==> src/rtl/specrx_pkg.sv <==
package specrx_pkg;
    typedef enum logic [1:0] {
        ST_IDLE = 2'd0,
        ST_WAIT = 2'd1,
        ST_READ = 2'd2,
        ST_TAIL = 2'd3
    } rx_state_e;
endpackage

==> src/rtl/specrx_sync.sv <==
module specrx_sync #(
    parameter int WIDTH = 4
) (
    input  logic             clk,
    input  logic             rst,
    input  logic [WIDTH-1:0] din,
    output logic [WIDTH-1:0] dout
);
    logic [WIDTH-1:0] st1_q;
    logic [WIDTH-1:0] st2_q;

    always_ff @(posedge clk) begin
        if (rst) begin
            st1_q <= '0;
            st2_q <= '0;
        end else begin
            st1_q <= din;
            st2_q <= st1_q;
        end
    end

    assign dout = st2_q;
endmodule

==> src/rtl/specrx_sq.sv <==
module specrx_sq #(
    parameter int DW = 8,
    localparam int MW = 2 * DW + 1
) (
    input  logic [DW-1:0] re,
    input  logic [DW-1:0] im,
    output logic [MW-1:0] sum
);
    logic [2*DW-1:0] re_sq;
    logic [2*DW-1:0] im_sq;

    always_comb begin
        re_sq = re * re;
        im_sq = im * im;
        sum   = {1'b0, re_sq} + {1'b0, im_sq};
    end
endmodule

==> src/rtl/specrx_ctrl.sv <==
module specrx_ctrl
    import specrx_pkg::*;
#(
    parameter int DW       = 8,
    parameter int CNT_W    = 11,
    parameter int TAIL_CYC = 16,
    localparam int MW      = 2 * DW + 1,
    localparam int TW      = $clog2(TAIL_CYC + 1)
) (
    input  logic          clk,
    input  logic          rst,
    input  logic          s_req_a,
    input  logic          s_req_b,
    input  logic          s_rdy_a,
    input  logic          s_rdy_b,
    input  logic [DW-1:0] data,
    output logic          ack,
    output logic          active,
    output logic          sender_id,
    output logic [MW-1:0] mag,
    output logic          mag_vld
);
    typedef struct packed {
        rx_state_e      state;
        logic [CNT_W-1:0] cnt;
        logic [TW-1:0]  tail;
        logic [DW-1:0]  re;
        logic [MW-1:0]  mag;
        logic           mag_vld;
        logic           id;
    } regs_t;

    regs_t r_q, r_d;
    logic  one_req;
    logic  sel_rdy;
    logic  held_rdy;
    logic [MW-1:0] sq_sum;

    specrx_sq #(.DW(DW)) u_sq (
        .re  (r_q.re),
        .im  (data),
        .sum (sq_sum)
    );

    always_comb begin
        r_d         = r_q;
        r_d.mag_vld = 1'b0;
        one_req     = s_req_a ^ s_req_b;
        sel_rdy     = one_req && (s_req_a ? s_rdy_a : s_rdy_b);
        held_rdy    = r_q.id ? s_rdy_b : s_rdy_a;
        case (r_q.state)
            ST_IDLE: begin
                if (one_req) begin
                    r_d.state = ST_WAIT;
                    r_d.id    = s_req_b;
                    r_d.cnt   = '0;
                end
            end
            ST_WAIT: begin
                if (!s_req_a && !s_req_b) begin
                    r_d.state = ST_TAIL;
                    r_d.tail  = '0;
                end else if (sel_rdy) begin
                    r_d.state = ST_READ;
                    r_d.cnt   = r_q.cnt + 1'b1;
                    if (!r_q.cnt[0]) begin
                        r_d.re = data;
                    end else begin
                        r_d.mag     = sq_sum;
                        r_d.mag_vld = 1'b1;
                    end
                end
            end
            ST_READ: begin
                if (!held_rdy) r_d.state = ST_WAIT;
            end
            default: begin
                if (r_q.tail == TW'(TAIL_CYC - 1)) r_d.state = ST_IDLE;
                else r_d.tail = r_q.tail + 1'b1;
            end
        endcase
    end

    always_ff @(posedge clk) begin
        if (rst) begin
            r_q <= '{state: ST_IDLE, default: '0};
        end else begin
            r_q <= r_d;
        end
    end

    assign ack       = (r_q.state == ST_READ);
    assign active    = (r_q.state == ST_WAIT) || (r_q.state == ST_READ);
    assign sender_id = r_q.id;
    assign mag       = r_q.mag;
    assign mag_vld   = r_q.mag_vld;

    // two simultaneous requests never start a transfer
    p_both_req_idle_r1: assert property (@(posedge clk) disable iff (rst)
        (r_q.state == ST_IDLE && s_req_a && s_req_b) |=> (r_q.state == ST_IDLE));

    // acknowledge only rises after the selected ready was seen
    p_ack_after_rdy_r3: assert property (@(posedge clk) disable iff (rst)
        $rose(ack) |-> $past(sel_rdy));

    // the magnitude strobe lasts one cycle
    p_vld_pulse_r5: assert property (@(posedge clk) disable iff (rst)
        mag_vld |=> !mag_vld);

    // the strobe coincides with the start of an acknowledge
    p_vld_with_ack_r5: assert property (@(posedge clk) disable iff (rst)
        mag_vld |-> $rose(ack));

    // acknowledge implies activity
    p_ack_active_r6: assert property (@(posedge clk) disable iff (rst)
        ack |-> active);

    // sender identity holds while active
    p_id_stable_r8: assert property (@(posedge clk) disable iff (rst)
        (active && $past(active)) |-> $stable(sender_id));

    // squared magnitude of two bytes stays in range
    p_mag_range_r5: assert property (@(posedge clk) disable iff (rst)
        mag_vld |-> (mag <= MW'(2 * ((1 << DW) - 1) * ((1 << DW) - 1))));
endmodule

==> src/rtl/specrx_top.sv <==
module specrx_top #(
    parameter int DW       = 8,
    parameter int CNT_W    = 11,
    parameter int TAIL_CYC = 16,
    localparam int MW      = 2 * DW + 1
) (
    input  logic          clk,
    input  logic          rst,
    input  logic          req_a,
    input  logic          req_b,
    input  logic          rdy_a,
    input  logic          rdy_b,
    input  logic [DW-1:0] bus_data,
    output logic          ack,
    output logic          active,
    output logic          sender_id,
    output logic [MW-1:0] mag,
    output logic          mag_vld
);
    logic [3:0] raw_ctl;
    logic [3:0] syn_ctl;

    assign raw_ctl = {req_a, req_b, rdy_a, rdy_b};

    specrx_sync #(.WIDTH(4)) u_sync (
        .clk  (clk),
        .rst  (rst),
        .din  (raw_ctl),
        .dout (syn_ctl)
    );

    specrx_ctrl #(
        .DW       (DW),
        .CNT_W    (CNT_W),
        .TAIL_CYC (TAIL_CYC)
    ) u_ctrl (
        .clk       (clk),
        .rst       (rst),
        .s_req_a   (syn_ctl[3]),
        .s_req_b   (syn_ctl[2]),
        .s_rdy_a   (syn_ctl[1]),
        .s_rdy_b   (syn_ctl[0]),
        .data      (bus_data),
        .ack       (ack),
        .active    (active),
        .sender_id (sender_id),
        .mag       (mag),
        .mag_vld   (mag_vld)
    );
endmodule

==> config.mk <==
export PLATFORM = sky130hd
export DESIGN_NAME = specrx_top
export DESIGN_NICKNAME = d
export VERILOG_FILES = /design/src/rtl/specrx_pkg.sv /design/src/rtl/specrx_sync.sv /design/src/rtl/specrx_sq.sv /design/src/rtl/specrx_ctrl.sv /design/src/rtl/specrx_top.sv
export SDC_FILE = /design/constraint.sdc
export NUM_CORES = 1
export LEC_CHECK = 0
export BUFFER_PORTS_ARGS = -buffer_cell sky130_fd_sc_hd__buf_2
export CAP_MARGIN = 20
export CORE_ASPECT_RATIO = 2
export CORE_MARGIN = 1.5
export CORE_UTILIZATION = 46
export CTS_BUF_LIST = sky130_fd_sc_hd__clkbuf_8
export DETAILED_ROUTE_END_ITERATION = 12
export GPL_TIMING_DRIVEN = 0
export PLACE_DENSITY = 0.74
export SETUP_SLACK_MARGIN = 0.3
export SYNTH_ARGS = -nofsm -noshare
export SYNTH_HDL_FRONTEND = slang
export SYNTH_SLANG_ARGS = --single-unit
==> constraint.sdc <==
create_clock -name clk -period 16.7 [get_ports clk]
set_clock_uncertainty 0.15 [all_clocks]
set_input_delay 1.67 -clock clk [delete_from_list [all_inputs] [get_ports clk]]
set_output_delay 1.67 -clock clk [all_outputs]
set_load 0.02 [all_outputs]
==> metrics.txt <==
violation count after the first detailed-routing iteration 122; number of remaining DRC errors 0; relative contribution of combinational cells to total power 0.628; Max Root-Sink Buffers 2; first-pass GRT wire length between 20,000 and 25,000 um; Post-Place Worst Slack roughly 9.1 ns; number of cells on the worst reg-to-reg path 17; Final ANT Viol Nets 0; sequential area share after synthesis 0.158; synthesized net count roughly 750; H-tree Lvls 2; switching component of the power 0.000234 W; most frequent standard cell in the layout excluding fill and tap cells sky130_fd_sc_hd__inv_1; Min Clock Period, post-route between 7 and 8 ns; most used routing layer in global routing met2; met3 global-route usage 0.0139; Worst-Skew Late Latency 0.30 ns; period utilisation layout 0.438; clock buffers created by TritonCTS 5; area inside the core boundary 11,600 um2; max_cap viols 0; startpoint of the worst setup timing path bus_data[5]; end point of the worst hold path u_sync.dout[3]; Rows 56; placed cells 773; most used cells in the layout excluding fill and tap cells 104 x sky130_fd_sc_hd__inv_1, 76 x sky130_fd_sc_hd__fa_1, 63 x sky130_fd_sc_hd__ha_1; post-synthesis cell type count 57; Async SR Flop Fraction 0; Finished Layout Cells 780; grt met1 use 0.193; Avg WL per Cell 15.3 um; total internal power 0.000281 W; total wire length after detailed routing ~12,000 um; final hold slack 0.297 ns; portion of total power attributed to the clock network 0.154; layout-stage area growth over the synthesis result 8.20%; count of buffers added by post-CTS timing repair for setup 0; width of the chip 80.1 um; max-slew headroom at the worst pin 0.604; Syn Inst Count 596; Overall Global Routing Usage 0.205; top-level I/O count 35; Vias/cell 5.29; area share of the largest cell type after synthesis 0.278; number of buffers inserted by hold repair at cts 0; initial core utilization 0.470; net count of the finished layout 788; switching power share of the total 0.455; power density over the cells between 80 and 90 nW/um2; maximum number of pins on one net before global-route repair 14; kind of start point of the critical path input port; worst min-delay path class register to register; crit path capture type register; number of clock sinks 43; main area contributors after synthesis sky130_fd_sc_hd__fa_1 28%, sky130_fd_sc_hd__dfxtp_1 16%, sky130_fd_sc_hd__ha_1 14%, sky130_fd_sc_hd__inv_1 7.1%, sky130_fd_sc_hd__and2_1 4.1%; arrival time at the worst endpoint 7.36 ns; Die ar. 12,600 um2; number of warning messages in the yosys log 0; number of gates resized after cts 0; clock tree root driver cell sky130_fd_sc_hd__clkbuf_8; path type of the worst setup path input port to register; number of global-route vias before repair 4,616; clock transition at the register clock pins on the worst setup and hold paths after CTS approximately 0.08 ns; Most used DFF post-synth sky130_fd_sc_hd__dfxtp_1; number of synthesized register bits between 40 and 50; final weighted congestion in routability-driven placement 0.860; Final Setup Violations 0; Worst Hold Path Cells 1; final core occ 0.508; vias post-DR 4,127; highest achievable clock rate roughly 0.14 GHz; RSZ-0062 raised after global routing false; number of antenna violations at the first check in global routing 0; number of synthesized flops with an enable pin 0; floorplan die height 157 um; max-slew violations 0; Congestion Overflow GR 0; worst slew pin tran ~0.59 ns; average cell area after synthesis just over 9 um2; maximum resistive drop on vdd 102 uV; post-synthesis instance area 5460 um2; critical hold path startpoint u_sync.st1_q[3]; met2 layer usage reported by global route 0.413; Sequential Power Share 0.218; Leakage 2.95 nW; share of final-layout standard cells stronger than drive strength 1 0.123; worst r2r dst u_ctrl.mag[10]; outcome finished, final reports clean; cell type with the highest aggregate area in the netlist sky130_fd_sc_hd__fa_1; setup total negative slack 0 ns; final setup margin 9.38 ns; final hold viol count 0; port bufs 32; filler cell count 1,121; worst reg2reg path startpoint u_ctrl.r_q[23]; detailed-routing iteration count for the pre-antenna-repair pass 5; largest driver fanout on the critical path 10; WP data required 16.75 ns; reg-to-reg setup timing slack 10.70 ns; count of inserted antenna diode cells 0; clock tree from TritonCTS yes; DP Wirelength roughly 10,000 um
## cells in the mapped netlist (3+ instances only)
| library cell | instances |
|---|---|
| sky130_fd_sc_hd__a211o_1 | 4 |
| sky130_fd_sc_hd__a211oi_1 | 7 |
| sky130_fd_sc_hd__a21o_1 | 4 |
| sky130_fd_sc_hd__a21oi_1 | 22 |
| sky130_fd_sc_hd__a311oi_1 | 4 |
| sky130_fd_sc_hd__a31oi_1 | 3 |
| sky130_fd_sc_hd__and2_1 | 36 |
| sky130_fd_sc_hd__and3_1 | 4 |
| sky130_fd_sc_hd__buf_4 | 17 |
| sky130_fd_sc_hd__clkbuf_1 | 15 |
| sky130_fd_sc_hd__dfxtp_1 | 43 |
| sky130_fd_sc_hd__fa_1 | 76 |
| sky130_fd_sc_hd__ha_1 | 63 |
| sky130_fd_sc_hd__inv_1 | 104 |
| sky130_fd_sc_hd__mux2i_1 | 10 |
| sky130_fd_sc_hd__nand2_1 | 45 |
| sky130_fd_sc_hd__nand3_1 | 7 |
| sky130_fd_sc_hd__nand3b_1 | 4 |
| sky130_fd_sc_hd__nand4_1 | 3 |
| sky130_fd_sc_hd__nor2_1 | 38 |
| sky130_fd_sc_hd__nor2b_1 | 14 |
| sky130_fd_sc_hd__nor3_1 | 6 |
| sky130_fd_sc_hd__nor3b_1 | 4 |
| sky130_fd_sc_hd__nor4_1 | 3 |
| sky130_fd_sc_hd__o21ai_0 | 8 |
| sky130_fd_sc_hd__xnor2_1 | 8 |
| sky130_fd_sc_hd__xor2_1 | 4 |
## final cells by class
cell class / instances / area, um2 / area share
multi-input cells: 411 / 3970 / 0.672
flip-flops and latches: 43 / 861 / 0.146
inverters: 104 / 390 / 0.0660
plain buffers: 38 / 240 / 0.0406
well taps: 145 / 181 / 0.0307
repair buffers: 32 / 160 / 0.0271
clock buffers: 5 / 68.8 / 0.0116
clock inverters: 2 / 37.5 / 0.00635
## critical path, cell delays in order
cell	delay [ns]
sky130_fd_sc_hd__buf_2	0.08
sky130_fd_sc_hd__clkbuf_1	0.42
sky130_fd_sc_hd__inv_1	0.19
sky130_fd_sc_hd__nor2_1	0.22
sky130_fd_sc_hd__fa_1	0.48
sky130_fd_sc_hd__fa_1	0.52
sky130_fd_sc_hd__fa_1	0.54
sky130_fd_sc_hd__fa_1	0.55
sky130_fd_sc_hd__fa_1	0.56
sky130_fd_sc_hd__inv_1	0.06
sky130_fd_sc_hd__fa_1	0.54
sky130_fd_sc_hd__inv_1	0.04
sky130_fd_sc_hd__ha_1	0.31
sky130_fd_sc_hd__or4_4	0.52
sky130_fd_sc_hd__o21ai_2	0.09
sky130_fd_sc_hd__a211oi_2	0.09
sky130_fd_sc_hd__a31o_1	0.24
sky130_fd_sc_hd__a211o_1	0.24
## per-stage QoR
stage	total power, W	area [um2]
global route	0.000567	5910
finish	0.000515	5910
CTS	0.000520	5910
detailed placement	0.000436	5810
global placement	0.000427	5810
floorplan	0.000365	5460
## worst max path at each step
stage	to	slack (ns)	cells after the start
floorplan	u_ctrl.mag[15]	9.69	17
global placement	u_ctrl.mag[15]	9.11	18
detailed placement	u_ctrl.mag[15]	9.09	18
CTS	u_ctrl.mag[15]	9.38	18
global route	u_ctrl.mag[15]	9.14	18
finish	u_ctrl.mag[15]	9.38	18
## metal layers
metal / share of wire / wire [um]
met3: 0.019 / 232
met2: 0.59 / 7050
met4: 0.055 / 660
met5: 0 / 0
met1: 0.33 / 3960
## sequential cells by signal (all words and copies together), names as in the netlist
name,count
u_ctrl.mag,17
u_ctrl.mag_vld,1
u_ctrl.r_q,16
u_ctrl.sender_id,1
u_sync.dout,4
u_sync.st1_q,4
## kinds of logic (layout without fill, tap and decap cells)
kind of cell | after synthesis | count (layout) | share of synthesized area
muxes | 12 | 12 | 0.0224
xor gates and xnor gates | 12 | 12 | 0.0192
AOI/OAI and AO/OA | 74 | 74 | 0.0985
buffers and inverters | 142 | 181 | 0.115
adders and majority gates | 139 | 139 | 0.423
and+or+nand+nor | 174 | 174 | 0.164
DFF | 43 | 43 | 0.158
## power groups by stage
stage	registers, W	clock network [W]	logic, W
detailed placement	0.000114	0	0.000322
CTS	0.000112	0.0000819	0.000326
finish	0.000112	0.0000793	0.000323
global route	0.000113	0.0000858	0.000368
floorplan	0.000113	0	0.000252
global placement	0.000114	0	0.000314
Note: power is estimated with default switching activity, not from simulation.
